--- src/rtl/pcc_pkg.sv ---
package pcc_pkg;

    typedef enum logic [1:0] {
        PM_ACTIVE = 2'd0,
        PM_IDLE   = 2'd1,
        PM_PDOWN  = 2'd2,
        PM_DEEP   = 2'd3
    } pm_state_e;

    localparam logic [1:0] REQ_STAY  = 2'd0;
    localparam logic [1:0] REQ_IDLE  = 2'd1;
    localparam logic [1:0] REQ_PDOWN = 2'd2;
    localparam logic [1:0] REQ_DEEP  = 2'd3;

    localparam int unsigned DIV_MAX = 4;
    localparam int unsigned DIV_CW  = $clog2(DIV_MAX);
    localparam int unsigned DIV_RW  = DIV_CW + 1;

    typedef struct packed {
        logic cpu;
        logic mem;
        logic osc;
        logic core;
        logic sram;
        logic lfosc;
        logic rtc;
        logic hold;
    } dom_en_t;

    localparam dom_en_t DOM_RESET = '{cpu: 1'b1, mem: 1'b1, osc: 1'b1, core: 1'b1,
                                      sram: 1'b1, lfosc: 1'b1, rtc: 1'b1, hold: 1'b0};

    // Ratio code decode: 1 -> /1, 2 -> /2, 0 and 3 -> /DIV_MAX
    function automatic logic [DIV_RW-1:0] ratio_of(input logic [1:0] code);
        logic [DIV_RW-1:0] r;
        case (code)
            2'b01:   r = DIV_RW'(1);
            2'b10:   r = DIV_RW'(2);
            default: r = DIV_RW'(DIV_MAX);
        endcase
        return r;
    endfunction

endpackage

--- src/rtl/pcc_mode_fsm.sv ---
module pcc_mode_fsm
    import pcc_pkg::*;
#(
    parameter int unsigned NIRQ = 4
) (
    input  logic            clk,
    input  logic            rst_n,
    input  logic            req_vld,
    input  logic [1:0]      req_code,
    input  logic [NIRQ-1:0] irq_lvl,
    input  logic [NIRQ-1:0] irq_en,
    input  logic [NIRQ-1:0] irq_nclk_ok,
    input  logic            rtc_lf_sel,
    input  logic            sram_retain,
    input  logic            lfosc_retain,
    output pm_state_e       state_o,
    output logic            keep_rtc_lf_o,
    output logic            keep_sram_o,
    output logic            keep_lfosc_o,
    output logic            wake_o
);

    pm_state_e state_q, state_d;
    logic      idle_wake, pd_wake;
    logic      enter_lp, leave_lp;
    logic      leave_q, wake_q;
    logic      keep_rtc_q, keep_sram_q, keep_lf_q;

    assign idle_wake = |(irq_lvl & irq_en);
    assign pd_wake   = |(irq_lvl & irq_en & irq_nclk_ok);

    // Next-state selection
    always_comb begin
        state_d = state_q;
        unique case (state_q)
            PM_ACTIVE: begin
                if (req_vld) begin
                    case (req_code)
                        REQ_IDLE:  state_d = PM_IDLE;
                        REQ_PDOWN: state_d = PM_PDOWN;
                        REQ_DEEP:  state_d = PM_DEEP;
                        default:   state_d = PM_ACTIVE;
                    endcase
                end
            end
            PM_IDLE:  if (idle_wake) state_d = PM_ACTIVE;
            PM_PDOWN: if (pd_wake)   state_d = PM_ACTIVE;
            PM_DEEP:  state_d = PM_DEEP;
        endcase
    end

    assign enter_lp = (state_q == PM_ACTIVE) && (state_d != PM_ACTIVE);
    assign leave_lp = (state_q != PM_ACTIVE) && (state_d == PM_ACTIVE);

    // State register
    always_ff @(posedge clk or negedge rst_n) begin
        if (!rst_n) state_q <= PM_ACTIVE;
        else        state_q <= state_d;
    end

    // Registered outputs: retention snapshot and wake pulse
    always_ff @(posedge clk or negedge rst_n) begin
        if (!rst_n) begin
            keep_rtc_q  <= 1'b0;
            keep_sram_q <= 1'b1;
            keep_lf_q   <= 1'b1;
            leave_q     <= 1'b0;
            wake_q      <= 1'b0;
        end else begin
            if (enter_lp) begin
                keep_rtc_q  <= rtc_lf_sel;
                keep_sram_q <= sram_retain;
                keep_lf_q   <= lfosc_retain;
            end
            leave_q <= leave_lp;
            wake_q  <= leave_q;
        end
    end

    assign state_o       = state_q;
    assign keep_rtc_lf_o = keep_rtc_q;
    assign keep_sram_o   = keep_sram_q;
    assign keep_lfosc_o  = keep_lf_q;
    assign wake_o        = wake_q;

    AST_IDLE_ENTRY: assert property (@(posedge clk) disable iff (!rst_n) (state_q == PM_ACTIVE && req_vld && req_code == REQ_IDLE) |=> (state_q == PM_IDLE));
    AST_IDLE_HOLD: assert property (@(posedge clk) disable iff (!rst_n) (state_q == PM_IDLE && (irq_lvl & irq_en) == '0) |=> (state_q == PM_IDLE));
    AST_PDOWN_HOLD: assert property (@(posedge clk) disable iff (!rst_n) (state_q == PM_PDOWN && (irq_lvl & irq_en & irq_nclk_ok) == '0) |=> (state_q == PM_PDOWN));
    AST_DEEP_STICKY: assert property (@(posedge clk) disable iff (!rst_n) (state_q == PM_DEEP) |=> (state_q == PM_DEEP));
    AST_STAY_REQ: assert property (@(posedge clk) disable iff (!rst_n) (state_q == PM_ACTIVE && (!req_vld || req_code == REQ_STAY)) |=> (state_q == PM_ACTIVE));

endmodule

--- src/rtl/pcc_pclk_div.sv ---
module pcc_pclk_div
    import pcc_pkg::*;
(
    input  logic       clk,
    input  logic       rst_n,
    input  logic       run,
    input  logic [1:0] div_code,
    output logic       tick_o
);

    logic [DIV_CW-1:0] cnt_q;
    logic [DIV_RW-1:0] ratio_q;
    logic              at_end;

    assign at_end = ({1'b0, cnt_q} == (ratio_q - DIV_RW'(1)));
    assign tick_o = run && at_end;

    // The ratio register reloads only at the end of a divided period
    always_ff @(posedge clk or negedge rst_n) begin
        if (!rst_n) begin
            cnt_q   <= '0;
            ratio_q <= DIV_RW'(DIV_MAX);
        end else if (run) begin
            if (at_end) begin
                cnt_q   <= '0;
                ratio_q <= ratio_of(div_code);
            end else begin
                cnt_q <= cnt_q + DIV_CW'(1);
            end
        end
    end

    AST_CNT_IN_RANGE: assert property (@(posedge clk) disable iff (!rst_n) ({1'b0, cnt_q} < ratio_q));
    AST_RATIO_AT_EDGE: assert property (@(posedge clk) disable iff (!rst_n) !tick_o |=> $stable(ratio_q));

endmodule

--- src/rtl/pcc_clk_gate.sv ---
module pcc_clk_gate
    import pcc_pkg::*;
#(
    parameter int unsigned NPER = 4
) (
    input  logic            clk,
    input  logic            rst_n,
    input  pm_state_e       state_i,
    input  logic [NPER-1:0] periph_en_i,
    input  logic            pclk_tick_i,
    input  logic            keep_rtc_lf_i,
    input  logic            keep_sram_i,
    input  logic            keep_lfosc_i,
    output dom_en_t         dom_o,
    output logic [NPER-1:0] per_o,
    output logic            pclk_o
);

    dom_en_t         dom_d, dom_q;
    logic [NPER-1:0] per_d, per_q;
    logic            pclk_d, pclk_q;

    always_comb begin
        dom_d  = DOM_RESET;
        per_d  = '0;
        pclk_d = 1'b0;
        unique case (state_i)
            PM_ACTIVE: begin
                per_d  = periph_en_i;
                pclk_d = pclk_tick_i;
            end
            PM_IDLE: begin
                dom_d.cpu = 1'b0;
                dom_d.mem = 1'b0;
                per_d     = periph_en_i;
                pclk_d    = pclk_tick_i;
            end
            PM_PDOWN: begin
                dom_d.cpu  = 1'b0;
                dom_d.mem  = 1'b0;
                dom_d.osc  = 1'b0;
                dom_d.rtc  = keep_rtc_lf_i;
                dom_d.hold = 1'b1;
            end
            PM_DEEP: begin
                dom_d.cpu   = 1'b0;
                dom_d.mem   = 1'b0;
                dom_d.osc   = 1'b0;
                dom_d.core  = 1'b0;
                dom_d.sram  = keep_sram_i;
                dom_d.lfosc = keep_lfosc_i;
                dom_d.rtc   = keep_rtc_lf_i && keep_lfosc_i;
                dom_d.hold  = 1'b1;
            end
        endcase
    end

    // Enables change only while the source clock is low
    always_ff @(negedge clk or negedge rst_n) begin
        if (!rst_n) begin
            dom_q  <= DOM_RESET;
            per_q  <= '0;
            pclk_q <= 1'b0;
        end else begin
            dom_q  <= dom_d;
            per_q  <= per_d;
            pclk_q <= pclk_d;
        end
    end

    assign dom_o  = dom_q;
    assign per_o  = per_q;
    assign pclk_o = pclk_q;

    AST_PD_PERIPH_OFF: assert property (@(posedge clk) disable iff (!rst_n) (state_i == PM_PDOWN && $past(state_i) == PM_PDOWN) |-> (per_q == '0 && !pclk_q));
    AST_DEEP_CORE_OFF: assert property (@(posedge clk) disable iff (!rst_n) (state_i == PM_DEEP && $past(state_i) == PM_DEEP) |-> (!dom_q.core && dom_q.hold));

endmodule

--- src/rtl/pwr_clk_ctrl.sv ---
module pwr_clk_ctrl
    import pcc_pkg::*;
#(
    parameter int unsigned NIRQ = 4,
    parameter int unsigned NPER = 4
) (
    input  logic            clk,
    input  logic            rst_n,
    input  logic            mode_req_vld,
    input  logic [1:0]      mode_req_code,
    input  logic [NIRQ-1:0] irq_lvl,
    input  logic [NIRQ-1:0] irq_en,
    input  logic [NIRQ-1:0] irq_nclk_ok,
    input  logic [NPER-1:0] periph_en,
    input  logic [1:0]      pclk_div_code,
    input  logic            rtc_lf_sel,
    input  logic            sram_retain,
    input  logic            lfosc_retain,
    output logic            cpu_clk_en,
    output logic            mem_clk_en,
    output logic [NPER-1:0] periph_clk_en,
    output logic            pclk_en,
    output logic            rtc_clk_en,
    output logic            main_osc_en,
    output logic            core_pwr_en,
    output logic            sram_pwr_en,
    output logic            lfosc_pwr_en,
    output logic            io_hold,
    output logic            wake
);

    pm_state_e state;
    logic      keep_rtc, keep_sram, keep_lf;
    logic      div_run, div_tick;
    dom_en_t   dom;

    pcc_mode_fsm #(.NIRQ(NIRQ)) u_fsm (
        .clk           (clk),
        .rst_n         (rst_n),
        .req_vld       (mode_req_vld),
        .req_code      (mode_req_code),
        .irq_lvl       (irq_lvl),
        .irq_en        (irq_en),
        .irq_nclk_ok   (irq_nclk_ok),
        .rtc_lf_sel    (rtc_lf_sel),
        .sram_retain   (sram_retain),
        .lfosc_retain  (lfosc_retain),
        .state_o       (state),
        .keep_rtc_lf_o (keep_rtc),
        .keep_sram_o   (keep_sram),
        .keep_lfosc_o  (keep_lf),
        .wake_o        (wake)
    );

    assign div_run = (state == PM_ACTIVE) || (state == PM_IDLE);

    pcc_pclk_div u_div (
        .clk      (clk),
        .rst_n    (rst_n),
        .run      (div_run),
        .div_code (pclk_div_code),
        .tick_o   (div_tick)
    );

    pcc_clk_gate #(.NPER(NPER)) u_gate (
        .clk           (clk),
        .rst_n         (rst_n),
        .state_i       (state),
        .periph_en_i   (periph_en),
        .pclk_tick_i   (div_tick),
        .keep_rtc_lf_i (keep_rtc),
        .keep_sram_i   (keep_sram),
        .keep_lfosc_i  (keep_lf),
        .dom_o         (dom),
        .per_o         (periph_clk_en),
        .pclk_o        (pclk_en)
    );

    assign cpu_clk_en   = dom.cpu;
    assign mem_clk_en   = dom.mem;
    assign main_osc_en  = dom.osc;
    assign core_pwr_en  = dom.core;
    assign sram_pwr_en  = dom.sram;
    assign lfosc_pwr_en = dom.lfosc;
    assign rtc_clk_en   = dom.rtc;
    assign io_hold      = dom.hold;

    AST_WAKE_SINGLE: assert property (@(posedge clk) disable iff (!rst_n) wake |=> !wake);
    AST_WAKE_CLOCKED: assert property (@(posedge clk) disable iff (!rst_n) wake |-> (cpu_clk_en && mem_clk_en && main_osc_en));
    AST_PD_OSC_OFF: assert property (@(posedge clk) disable iff (!rst_n) (state == PM_PDOWN && $past(state) == PM_PDOWN) |-> (!main_osc_en && !cpu_clk_en && core_pwr_en && io_hold));

endmodule

--- config.mk ---
export PLATFORM = sky130hd
export DESIGN_NAME = pwr_clk_ctrl
export DESIGN_NICKNAME = d
export VERILOG_FILES = /design/src/rtl/pcc_pkg.sv /design/src/rtl/pcc_mode_fsm.sv /design/src/rtl/pcc_pclk_div.sv /design/src/rtl/pcc_clk_gate.sv /design/src/rtl/pwr_clk_ctrl.sv
export SDC_FILE = /design/constraint.sdc
export NUM_CORES = 1
export LEC_CHECK = 0
export ABC_AREA = 0
export BUFFER_PORTS_ARGS = -buffer_cell sky130_fd_sc_hd__buf_2
export CAP_MARGIN = 5
export CORE_ASPECT_RATIO = 1.4
export CORE_MARGIN = 3
export CORE_UTILIZATION = 39
export DETAILED_ROUTE_END_ITERATION = 8
export PLACE_DENSITY_LB_ADDON = 0.2
export SLEW_MARGIN = 20
export SYNTH_ARGS = -nofsm -noshare
export SYNTH_HDL_FRONTEND = slang
export SYNTH_SLANG_ARGS = --single-unit
--- constraint.sdc ---
create_clock -name clk -period 2 [get_ports clk]
set_input_delay 0.5 -clock clk [delete_from_list [all_inputs] [get_ports clk]]
set_output_delay 0.5 -clock clk [all_outputs]
set_load 0.01 [all_outputs]
Word level (Yosys, flattened, before mapping) --
Cells that the tools add are included.
Word-level totals: bits in registers 25, bits of input ports 26, output and inout port bits 14
Operators by class: reduce and logical (&&, ||, !) cells 15, add/sub/neg operators 2, eq/ne operators 9, bitwise operators 2, mux-type cells 13
Operators by type and width (count):
- $eq A2 B2 Y1 const B | 5
- $mux W2 | 5
- $and A4 B4 Y4 | 2
- $pmux W2 S4 | 1
- $reduce_or A4 Y1 | 2
- $eq A2 B1 Y1 const B | 3
- $pmux W2 S3 | 1
- $pmux W3 S2 | 1
- $logic_and A1 B1 Y1 | 4
- $logic_not A2 Y1 | 2
- $mux W4 | 1
- $pmux W2 S2 | 1
- $reduce_bool A2 Y1 | 2
- $reduce_or A2 Y1 | 2
- $eq A2 B3 Y1 | 1
- $mux W3 | 1
- $reduce_or A3 Y1 | 1
- $sub A3 B1 Y3 const B | 1
- $add A2 B1 Y2 const B | 1
- $mux W1 | 2
- $reduce_and A2 Y1 | 1
- $logic_or A1 B1 Y1 | 1

Depth between registers and ports, before layout --
Gate-level depths: netlist of run 1.
depth after elaboration 7, depth in mapped cells 6, depth with buffers taken out 6

Modules after synthesis --
Synthesis of run 1 repeated with hierarchy kept, for this count alone.
Second synthesis, totals: cell total of the unflattened synthesis 88, area, all modules 1074.8 µm²
By module, submodules not included:
- pcc_clk_gate | seq. area each 307.8 µm², times used 1, cells an instance 27, area each 406.6 µm²
- pcc_mode_fsm | seq. area each 177.7 µm², times used 1, cells an instance 27, area each 334.1 µm²
- pcc_pclk_div | seq. area each 126.4 µm², times used 1, cells an instance 33, area each 330.3 µm²
- pwr_clk_ctrl | seq. area each 0.0 µm², times used 1, cells an instance 1, area each 3.8 µm²

==> out/summary.md, run 1 <==
Routability-driven placement finished with a final weighted congestion of 0.761. The run gives 2 as the count of TritonRoute iterations in the first routing pass. For this design the top-level I/O count stands at 40. Yosys attributes the largest share of cell area to dfstp_2 (24%), dfrtp_1 (23%), dfrtn_1 (15%), ha_1 (3.9%), mux2_2 (3.5%). On the critical path, the stage with the largest delay is an instance of dfstp_2. No sink is reached through more buffers than the 2 on the longest clock path. The cell-internal power was 1.52 mW. The classification of the worst-slack hold path is in2async.

The number of buffer and inverter instances along the worst setup path was 1; the adder-cell area share of the yosys netlist was 3.87%. Setup violations remaining at the end of the flow were counted as 14. The run finished, with violations left. The clock network burns 17.5% of the power. Once the floorplan was initialized, standard cells occupied 42.6% of the core. After the last flow step, the layout net total stands at 162. In the routed design, unresolved DRC markers number 0. The number of antenna violations at the first check in global routing is 0.

0 antenna diodes ended up in the layout. The share of synthesized area in the top cell type comes to 24.4%. The total count of hold-check failures in the final report was 0. TritonCTS built the clock tree.

For this design the static power due to leakage is 0.706 nW. Dividing total power by cell area gives a power density of 1570 nW/um^2. The tools report the number of global-route vias before repair as 790.

The area added between synthesis and finish works out to 46.8%. The post-DP HPWL came out at 1580 um. The cell area that synthesis handed to floorplanning was 970 um^2. In the synthesized netlist the dominant register cell turns out to be dfstp_2.

The worst setup path is captured at an output pin. Once detail routing completed, the nets flagged for antenna violations numbered 0. The post-route cell area was 1420 um^2; the area share of and/or/nand/nor cells after synthesis was 13.3%.

The number of hold buffers added after CTS was 0. Setup repair after global routing could not meet its margin everywhere. Root buffer cell: clkbuf_4. The compound-cell area share of the yosys netlist is 6.71%. Prior to clock tree synthesis, the placed netlist has a worst setup slack of -0.121 ns. The logs give 1930 um for the total detailed-routing wirelength and -5.50 ns for the post-route setup TNS. The fraction of power consumed by sequential logic is 38.9%, and the number of synthesized flops with an enable pin is 0. The register bit count reported by yosys works out to 24.

The run gives 0 as the number of pins exceeding their max-slew limit in the final report. Each instance of the synthesized netlist takes up on average 12.6 um^2. After clock tree synthesis, the clock-pin slew on the worst setup and hold paths is 0.13 ns.

Family of cells with the greatest summed delay on the critical path: flip-flops. Ranked by instance count, the synthesized netlist is headed by dfrtp_1 (9), dfstp_2 (9), dfrtn_1 (6), inv_1 (6). The max capacitance violation total is 0.

In this design, the stage delay of the slowest critical-path cell is 0.54 ns. Measured along the y axis, the die boundary spans 65 um. In the global route stage, overall resource usage came out at 15.0%.

The switching component of the power is 0.720 mW, and the final setup skew is 0.0602 ns. The cell count after synthesis was 77. The xor-xnor portion of the synthesized cell area works out to 3.61%. The post-route worst setup slack was -0.511 ns; the number of H-tree levels was 1. The tools report the number of nets in the synthesized netlist as 106. The starting DRC count in detailed routing is 4. The switching share of total power was 32.2%; the arrival time of the worst setup path was 2.01 ns.

The tools report the number of synthesis warnings as 0. Of the synthesized area, sequential elements account for 63.1%. After synthesis, the share of flip-flops with an asynchronous set or reset is 100%. Summed over all instances, the cell type with the most area after synthesis is dfstp_2.

Combinational share of power: 43.6%. The critical path goes through buf_6. The peak supply drop was 0.000593 V. The maximum number of pins on one net before global-route repair is 16.

In this run the cell area measured after placement is 1300 um^2. The die is 48.1 um wide. The floorplan step defined a die boundary enclosing 3130 um^2. By startpoint and endpoint, the worst setup path is classified as reg2out. The run gives 3 as the number of CTS-inserted buffers.

The post-route netlist has 57.6% of its cells at a drive strength greater than 1. At the pin with the least slew margin, the transition time is 0.329 ns. Via count: 748. The worst setup path is launched from a flip-flop. In this run the tool buffered the top-level ports with 39 buffer cells.

The checks that failed: negative setup slack. The final-layout fill cell count is 187, and the critical path data required time is 1.50 ns. The floorplan step defined a core boundary enclosing 2280 um^2.

The post-detailed-route wirelength per cell was 11.7 um; the post-synthesis mux area share was 5.03%. The number of different library cells used by synthesis comes to 28. The number of sinks driven by the clock tree was 24. The main combinational cell family by area after synthesis was simple AND/OR/NAND/NOR gates. Along the worst path, the maximum fanout reaches 2. The floorplan has 20 rows. The logs give 78.0% for the relative slew slack and 3210 um for the wire length of the first global-routing pass.

The total overflow left after global routing is 0. Detail-routed via count per cell: 4.53. Insertion delay to the later sink of the worst-skew pair: 0.38 ns.
[power groups by stage]
stage / clock network (mW) / registers (mW) / logic [mW]
2_1_floorplan: 0.0217 / 0.908 / 0.514
3_3_place_gp: 0.0217 / 0.847 / 0.855
3_5_place_dp: 0.0217 / 0.859 / 0.867
4_1_cts: 0.402 / 0.871 / 0.972
5_1_grt: 0.437 / 0.897 / 1.08
6_report: 0.392 / 0.869 / 0.977
[placed cells by master, fill, tap and decap left out, types with 3 or more instances in the layout]
master    instances
mux2_2            3
buf_6             7
nor2_1            3
dfrtp_1           9
dfstp_2           9
inv_1             9
buf_2            32
buf_4            10
nand3_1           5
inv_2             3
clkbuf_4          3
nor2b_1           5
dfrtn_1           6
[kinds of logic after synthesis]
| family | after synthesis |
|---|---|
| xor+xnor | 4 |
| simple gates | 22 |
| compound gates | 10 |
| fa+ha+maj | 3 |
| buf+inv | 10 |
| flops | 24 |
| mux | 4 |
[what timing repair did]
item	in CTS	in global routing
setup endpoints to repair	14	14
hold endpoints to repair	0	0
setup buffers	0	0
pin swaps	1	0
resized for setup	7	2
[state kept, by name (all words and copies together), names as in the netlist]
name,cells
u_div.cnt_q,2
u_gate.per_o,4
u_fsm.keep_lfosc_o,1
u_gate.dom_o,7
u_gate.pclk_o,1
u_fsm.wake_o,1
u_fsm.keep_rtc_lf_o,1
u_fsm.state_o,2
u_div.ratio_q,3
u_fsm.leave_q,1
u_fsm.keep_sram_o,1
[path summary, 6_finish.rpt]
check | from | endpoint | slack [ns] | cells past startpoint
max | u_gate.dom_o[7]$_DFF_NN1_ | mem_clk_en | -0.51 | 1
min | rst_n | u_div.ratio_q[2]$_DFFE_PN1P_ | 0.31 | 1
max reg2reg | u_div.ratio_q[0]$_DFFE_PN0P_ | u_gate.pclk_o$_DFF_NN0_ | -0.05 | 4
min reg2reg | u_fsm.leave_q$_DFF_PN0_ | u_fsm.wake_o$_DFF_PN0_ | 0.39 | 0
max in group asynchronous | rst_n | u_gate.dom_o[2]$_DFF_NN1_ | 0.70 | 1
min in group clk | u_fsm.leave_q$_DFF_PN0_ | u_fsm.wake_o$_DFF_PN0_ | 0.39 | 0
[through the flow]
step	power, mW	std cells	hold slack [ns]	util (%)
global route	2.41	165	0.322	62.5
CTS	2.24	165	0.323	62.0
finish	2.24	165	0.308	62.5
floorplan	1.44	77	0.204	-
detailed placement	1.75	156	0.358	57.0
global placement	1.72	156	0.341	57.0
[per-layer routing]
layer  up-vias  GRT usage [%]  share of wire (%)
met5         -              0                  0
met4         0           10.1                3.4
met3         5           2.50                5.3
met2        28           24.8                 54
met1       345           16.1                 37
li1        370              -                  -
[layout make-up]
type / count / area [um^2] / area share [%]
Multi-Input combinational cell: 43 / 359 / 25.2
Inverter: 6 / 22.5 / 1.58
Clock inverter: 7 / 52.6 / 3.69
Tap cell: 33 / 41.3 / 2.90
Timing Repair Buffer: 49 / 314 / 22.1
Sequential cell: 24 / 612 / 43.0
Clock buffer: 3 / 22.5 / 1.58
No activity file was read; power rests on OpenSTA's default activity.
==> run 2: changes to the inputs <==
Settings changed: ABC_AREA 0 to 1, SYNTH_HIERARCHICAL from default to 1.
==> out/summary.md, run 2 <==
The run finished, with violations left. The final reports fail on negative setup slack. Family of cells with the greatest summed delay on the critical path: flip-flops. The total power of the final layout was 1.77 mW (-21%); the peak supply drop was 0.000520 V (-12%).

The count of buffers from port buffering was 39 (unchanged). The run gives 2670 um^2 (+17%) as the core region area. CTS placed an instance of clkbuf_4 at the clock tree root.

The logs give 125 (+62%) for the cell count after synthesis and 0.0455 ns (-0.262 ns) for the worst slack on hold paths. The number of nets in the synthesized netlist is 154 (+45%), and the insertion delay to the later sink of the worst-skew pair is 0.36 ns (-0.02 ns). The post-route cell area was 1580 um^2 (+11%). The run gives 0.915 nW (+29%) as the leakage power. Detail-routed via count per cell: 4.26 (-6.0%).

Classification of the worst-slack hold path: in2async. For the final-layout fill cell count, the log shows 264 (+41%). The number of buffers added to fix hold violations after cts is 0 (unchanged), and the number of I/O pins is 40 (unchanged). The run gives 0.0610 ns (+0.000808 ns) as the final setup skew. The tools report the relative slew slack as 81.3% (+3.3 points). The top cell types in the final layout, fill and taps aside, are buf_2 (34), nand2_1 (25), inv_1 (24). The dominant cell type by area after synthesis was dfstp_2. The most used flip-flop cell after synthesis is dfstp_2. The worst-case setup slack after placement came out at -0.244 ns (-0.123 ns).

By area the synthesized netlist is led by dfstp_2 (21%), dfrtp_1 (20%), dfrtn_1 (14%), nand2_1 (10%), inv_1 (7.8%). The count of distinct cell types in the synthesized netlist was 22 (-21%). The antenna diode instance count was 0 (unchanged).

The commonest non-fill, non-tap cell in the layout was buf_2. The global routing usage summed across all routing layers is 15.5% (+0.50 points). Count of TritonRoute iterations in the first routing pass: 3 (+1). The part of the Yosys area used for sequential elements was 55.3% (-7.8 points); the number of sinks driven by the clock tree was 24 (unchanged).

The cell area after placement is 1400 um^2 (+7.5%), and the largest fanout of any net on the critical path is 2 (unchanged). The number of CTS-inserted buffers is 3 (unchanged). The worst setup path is of the reg2out kind. For the number of failing setup endpoints in the final timing report, the log shows 14 (unchanged).

The overall die area was 3520 um^2 (+13%); the post-DP HPWL was 1800 um (+14%). The tools report the area of the mapped netlist as 1110 um^2 (+14%). Sorting the synthesized cells by how often they occur yields nand2_1 (30), inv_1 (23), nor2_1 (12). The wire length of the first global-routing pass is 4140 um (+29%).

The starting DRC count in detailed routing came out at 5 (+1). The dominant cell by count in the synthesized netlist was nand2_1. For this design, the slowest cell found on the critical path is dfstp_2. The clock transition time at the flip-flop clock pins of the worst setup and hold paths came out at 0.13 ns (about the same). The maximum cell stage delay along the critical path works out to 0.52 ns (-0.02 ns).

Total global routing overflow: 0 (unchanged). The number of synthesized flops with an enable pin is 0 (unchanged), and the initial cell density of the core is 41.5% (-1.1 points). The signal on the critical path passes through buf_2. The run gives 400 um^2 (+11%) as the multi-input combinational cell area. The max capacitance violation total was 0 (unchanged).

The worst setup path is launched from a flip-flop. The run gives 0 (unchanged) as the number of antenna violations at the first check in global routing. Compared with the post-synthesis result, the final layout area differs by 42.7%. The number of synthesis warnings was 6 (+6). The logs give 950 (+27%) for the via count and 0 (unchanged) for the final routed DRC violation total.

The register bit count reported by yosys was 24 (unchanged); the post-detailed-route wirelength per cell was 10.2 um (-13%). The number of buffer and inverter instances along the worst setup path is 1 (unchanged), and the number of pins exceeding their max-slew limit in the final report is 0 (unchanged). The run gives 22 (+10%) as the floorplan row count. The flip-flop count of the largest register after layout came out at 7 (unchanged). The tools report the maximum buffer depth of the clock tree as 2 (unchanged).

The final net count came out at 217 (+34%). The tools report the number of H-tree levels as 1 (unchanged). For the final standard cell utilization of the core, the log shows 59.2% (-3.3 points). The actual transition at the worst max-transition pin came out at 0.280 ns (-0.0490 ns). The height of the die is 69.0 um (+6.2%), and the critical path data required time is 1.50 ns (about the same). The x dimension of the die is 51.0 um (+6.0%), and the routability congestion estimate is 0.709 (-6.9%). The number of global-route vias before repair is 1019 (+29%), and the total count of hold-check failures in the final report is 0 (unchanged). The post-synthesis async set-or-reset flop share came out at 100% (unchanged).

The ratio of cells with drive above 1 in the final layout works out to 48.7% (-8.9 points). The type of element capturing the critical path was an output pin. The slack of the worst reg-to-reg path came out at -0.22 ns (-0.17 ns). The area share of the largest cell type after synthesis was 21.4% (-3.0 points). The run gives 0 (unchanged) as the final antenna-violating net count. Setup repair after global routing could not meet its margin everywhere. The average instance area after synthesis came out at 8.86 um^2 (-30%). The total detailed-routing wirelength was 2270 um (+18%). The tools report the sequential cell area in the final layout as 612 um^2 (unchanged). TritonCTS built the clock tree. The run gives 14 (-2) as the maximum number of pins on one net before global-route repair. The power density of the placed cells is 1120 nW/um^2 (-29%), and the post-route worst setup slack is -0.503 ns (+0.00812 ns). The arrival time of the worst setup path was 2.00 ns (about the same).
## run 2: cell types whose count changed after synthesis, sizes merged, moves of 2 or more
cell,before,now
inv,7,26
a22oi,2,0
nand3,5,12
nor2b,5,0
nand2,3,36
nor2,3,14
nor3,2,0
xnor2,3,1
mux2,4,0
## run 2: worst register-to-register path, cell delays in order (launching register included)
cell	delay (ns)
dfrtp_1	0.42
inv_2	0.09
ha_4	0.20
inv_2	0.05
nand2_2	0.04
nand2_2	0.07
nor2_4	0.04
nand2_2	0.07
inv_2	0.04
inv_2	0.03
nor2_1	0.03
## run 2: logic make-up (layout without fill, tap and decap cells)
logic type	after synthesis	after routing	synth area share, %
DFF	24	24	55.3
AOI/OAI and AO/OA	2	2	1.24
adders and majority gates	3	3	3.39
buffers and inverters	29	91	10.8
xor gates and xnor gates	2	2	1.58
and+or+nand+nor	65	65	27.7
## run 2: through the flow
step,instances,TNS (ns)
6_report,223,-5.51
3_5_place_dp,206,-1.07
5_1_grt,223,-6.21
2_1_floorplan,125,-0.491
4_1_cts,223,-5.81
3_3_place_gp,206,-0.980
## run 2: path summary, 6_finish.rpt
check | from | endpoint | depth (start not counted)
setup / recovery | u_gate/dom_o[7]$_DFF_NN1_ | cpu_clk_en | 1
hold / removal | rst_n | u_fsm/keep_rtc_lf_o$_DFFE_PN0P_ | 1
setup reg to reg | u_div/ratio_q[0]$_DFFE_PN0P_ | u_gate/pclk_o$_DFF_NN0_ | 10
hold reg to reg | u_fsm/leave_q$_DFF_PN0_ | u_fsm/wake_o$_DFF_PN0_ | 0
max in group asynchronous | rst_n | u_gate/per_o[2]$_DFF_NN0_ | 2
min in group clk | u_fsm/leave_q$_DFF_PN0_ | u_fsm/wake_o$_DFF_PN0_ | 0
## run 2: routing by layer
| layer | global-route usage [%] | vias up | routed length, um |
|---|---|---|---|
| li1 | - | 492 | - |
| met1 | 17.0 | 430 | 828 |
| met2 | 27.8 | 26 | 1300 |
| met3 | 1.30 | 2 | 104 |
| met4 | 8.98 | 0 | 34 |
| met5 | 0 | - | 0 |
## run 2: cell type report
cell class                      instances  share of cell area [%]
Clock buffer                            3                    1.43
Clock inverter                          7                    1.66
Inverter                               25                    5.94
Multi-Input combinational cell         72                    25.3
Sequential cell                        24                    38.7
Tap cell                               36                    2.85
Timing Repair Buffer                   56                    24.1
## run 2: report_power, final
| group | total, mW | switching, mW | internal, mW |
|---|---|---|---|
| logic | 0.735 | 0.407 | 0.328 |
| registers | 0.781 | 0.0897 | 0.691 |
| clock network | 0.249 | 0.161 | 0.0882 |
## run 2: repair_timing
item,CTS,global route
pin swaps,4,4
setup buffers,8,8
setup endpoints to repair,14,17
gates resized for setup,19,10
==> run 3: changes to the inputs <==
Settings changed: ABC_AREA 1 to default, CORE_UTILIZATION 39 to 40.
==> out/summary.md, run 3 <==
The via count came out at 870 (-8.4%). The run gives 0.789 mW (+20%) as the switching component of the power. The tools report the clock share of power as 15.8% (+1.7 points).

The family of cells with the greatest summed delay on the critical path is flip-flops. The logs give 40 (unchanged) for the number of I/O pins and 117 (-24%) for the number of nets in the synthesized netlist. The run gives 2.45 mW (+39%) as the total power of the final layout.

The final antenna-violating net count was 0 (unchanged); the number of buffers added to fix hold violations after cts was 0 (unchanged). The adder-cell area share of the yosys netlist is 3.49% (+0.10 points), and the actual transition at the worst max-transition pin is 0.324 ns (+0.0438 ns). The total global routing overflow is 0 (unchanged).

Setup repair after global routing could not meet its margin everywhere. Power density of the placed cells: 1570 nW/um^2 (+41%). The critical path goes through buf_6.

The cell count after synthesis came out at 88 (-30%). Leaving out fill and tap cells, the most frequent cell in the layout is buf_2. For the critical path data required time, the log shows 1.50 ns (about the same). Area of the mapped netlist: 1070 um^2 (-2.9%). The post-route setup TNS was -5.60 ns (-0.0879 ns); the number of pins exceeding their max-slew limit in the final report was 0 (unchanged).

The tools report the post-route worst setup slack as -0.501 ns (+0.00282 ns). Flip-flop count of the largest register after layout: 7 (unchanged). The floorplan row count was 21 (-4.5%); the area added between synthesis and finish was 44.7%. The count of buffers from port buffering works out to 39 (unchanged).

The worst-case setup slack after placement is -0.291 ns (-0.0471 ns), and the post-synthesis async set-or-reset flop share is 100% (unchanged). The count of TritonRoute iterations in the first routing pass came out at 2 (-1). The worst register-to-register path begins at u_div/ratio_q[1]$_DFFE_PN0P_. The max capacitance violation total was 0 (unchanged); the initial cell density of the core was 43.5% (+2.0 points). Number of global-route vias before repair: 877 (-14%). The number of failing setup endpoints in the final timing report was 14 (unchanged). The worst setup path is captured at an output pin. Post-detailed-route wirelength per cell: 11.6 um (+15%).

The area share of the largest cell type after synthesis is 22.0% (+0.65 points), and the final standard cell utilization of the core is 63.0% (+3.8 points). The core region area was 2470 um^2 (-7.5%). The path type of the worst setup path is reg2out. The number of antenna violations at the first check in global routing is 0 (unchanged).

The dominant cell by count in the synthesized netlist was inv_1. The largest fanout of any net on the critical path was 2 (unchanged); the relative slew slack was 78.4% (-2.9 points). The min-delay analysis places its worst path in the category in2async. TritonCTS built the clock tree. The logs give 3 (unchanged) for the number of CTS-inserted buffers and 0.0677 ns (+0.00668 ns) for the final setup skew.

The switching share of total power is 32.3% (-5.0 points). The wire length of the first global-routing pass is 3530 um (-15%), and the number of sinks driven by the clock tree is 24 (unchanged). The clock transition time at the flip-flop clock pins of the worst setup and hold paths was 0.13 ns (about the same); the peak supply drop was 0.000720 V (+39%).

The main combinational cell family by area after synthesis was simple AND/OR/NAND/NOR gates. The height of the die was 67.3 um (-2.5%); the compound-cell area share of the yosys netlist was 12.2% (+11 points). The root buffer cell was clkbuf_4. The average instance area after synthesis was 12.2 um^2 (+38%). For the combinational share of power, the log shows 48.3% (+6.6 points). The tools report the maximum number of pins on one net before global-route repair as 17 (+3).

The leakage power came out at 0.826 nW (-9.7%). For the multi-input combinational cell area, the log shows 419 um^2 (+4.7%). The cell-internal power is 1.66 mW (+50%), and the number of H-tree levels is 1 (unchanged). Sorting the synthesized cells by how often they occur yields inv_1 (12), dfrtp_1 (9), dfstp_2 (9). The flow ran to the end, but the final reports show violations. In the post-synthesis netlist, the biggest area contributors are dfstp_2 (22%), dfrtp_1 (21%), dfrtn_1 (14%), inv_1 (4.2%), mux2_4 (4.2%). For the final-layout fill cell count, the log shows 220 (-17%). Detail-routed via count per cell: 4.75 (+12%).

The final reports fail on negative setup slack. The part of the Yosys area used for sequential elements is 56.9% (+1.7 points). STA classifies the critical path startpoint as a flip-flop.

For the count of distinct cell types in the synthesized netlist, the log shows 30 (+36%). Maximum cell stage delay along the critical path: 0.54 ns (+0.02 ns). In this run the worst setup path begins at u_gate/dom_o[7]$_DFF_NN1_. The maximum buffer depth of the clock tree is 2 (unchanged), and the post-synthesis mux area share is 6.29% (+6.3 points). The routability congestion estimate is 0.841 (+19%), and the post-DP HPWL is 1740 um (-3.7%). The number of synthesis warnings was 6 (unchanged); the total detailed-routing wirelength was 2130 um (-6.0%).

The arrival time of the worst setup path was 2.00 ns (about the same); the number of buffer and inverter instances along the worst setup path was 1 (unchanged). The xor-xnor portion of the synthesized cell area was 2.44% (+0.86 points). The antenna diode instance count came out at 0 (unchanged). Slowest cell on the critical path: dfstp_2. For the fraction of power consumed by sequential logic, the log shows 35.9% (-8.3 points).

Overall die area: 3350 um^2 (-4.8%). The number of synthesized flops with an enable pin is 0 (unchanged), and the final routed DRC violation total is 0 (unchanged). The x dimension of the die was 49.8 um (-2.4%). The insertion delay to the later sink of the worst-skew pair was 0.37 ns (about the same); the worst slack on hold paths was 0.0622 ns (+0.0167 ns).

The ratio of cells with drive above 1 in the final layout was 57.0% (+8.4 points); the starting DRC count in detailed routing was 12 (+7). The logs give -0.29 ns (-0.07 ns) for the slack of the worst reg-to-reg path and 13.9% (-1.6 points) for the global routing usage summed across all routing layers. The dominant cell type by area after synthesis is dfstp_2. The final net count was 179 (-18%). The register bit count reported by yosys is 24 (unchanged), and the sequential cell area in the final layout is 612 um^2 (unchanged). In the layout the commonest cells are buf_2 (31), inv_1 (15), buf_4 (15).

The most used flip-flop cell after synthesis was dfstp_2. The area share of and/or/nand/nor cells after synthesis is 12.7% (-15 points). Total count of hold-check failures in the final report: 0 (unchanged).
==> run 3: layer usage <==
| metal | track usage, % | vias up | routed length (um) |
|---|---|---|---|
| li1 | - | 420 | - |
| met1 | 14.5 | 421 | 787 |
| met2 | 26.8 | 27 | 1210 |
| met3 | 3.31 | 2 | 116 |
| met4 | 5.19 | 0 | 19 |
| met5 | 0 | - | 0 |
==> run 3: final timing paths <==
path | cells after the start | end
max | 1 | mem_clk_en
min | 1 | u_fsm/wake_o$_DFF_PN0_
max reg2reg | 6 | u_gate/pclk_o$_DFF_NN0_
min reg2reg | 0 | u_fsm/wake_o$_DFF_PN0_
max in group asynchronous | 2 | u_gate/per_o[2]$_DFF_NN0_
min in group clk | 0 | u_fsm/wake_o$_DFF_PN0_
==> run 3: power groups by stage <==
stage	Clock [mW]	Sequential, mW	Combinational [mW]
floorplan	0.0217	0.949	0.533
global placement	0.0217	0.861	1.07
detailed placement	0.0217	0.865	1.10
CTS	0.391	0.878	1.18
global route	0.433	0.902	1.28
finish	0.387	0.877	1.18
==> run 3: timing repair <==
action	in CTS	in global routing
gates resized for setup	8	1
buffers inserted	0	0
endpoints found under the setup margin	14	18
cloned	0	0
endpoints found under the hold margin	0	0
==> run 3: cell families after synthesis <==
kind of cell / after synthesis
simple gates: 21
compound gates: 16
mux: 5
fa+ha+maj: 3
buf+inv: 16
flops: 24
xor+xnor: 3
==> run 3: metrics by stage <==
stage / cell area, um^2 / std cells
after CTS: 1550 / 183
after floorplan: 1100 / 88
after global placement: 1430 / 174
final: 1560 / 183
after detailed placement: 1430 / 174
after global routing: 1560 / 183
==> run 3: cell type report <==
type / count / share of cell area, %
timing repair buffer: 54 / 23.0
clock buffer: 3 / 1.45
clock inverter: 7 / 3.38
tap: 34 / 2.74
sequential: 24 / 39.3
multi-input combinational: 48 / 27.0
inverter: 13 / 3.14
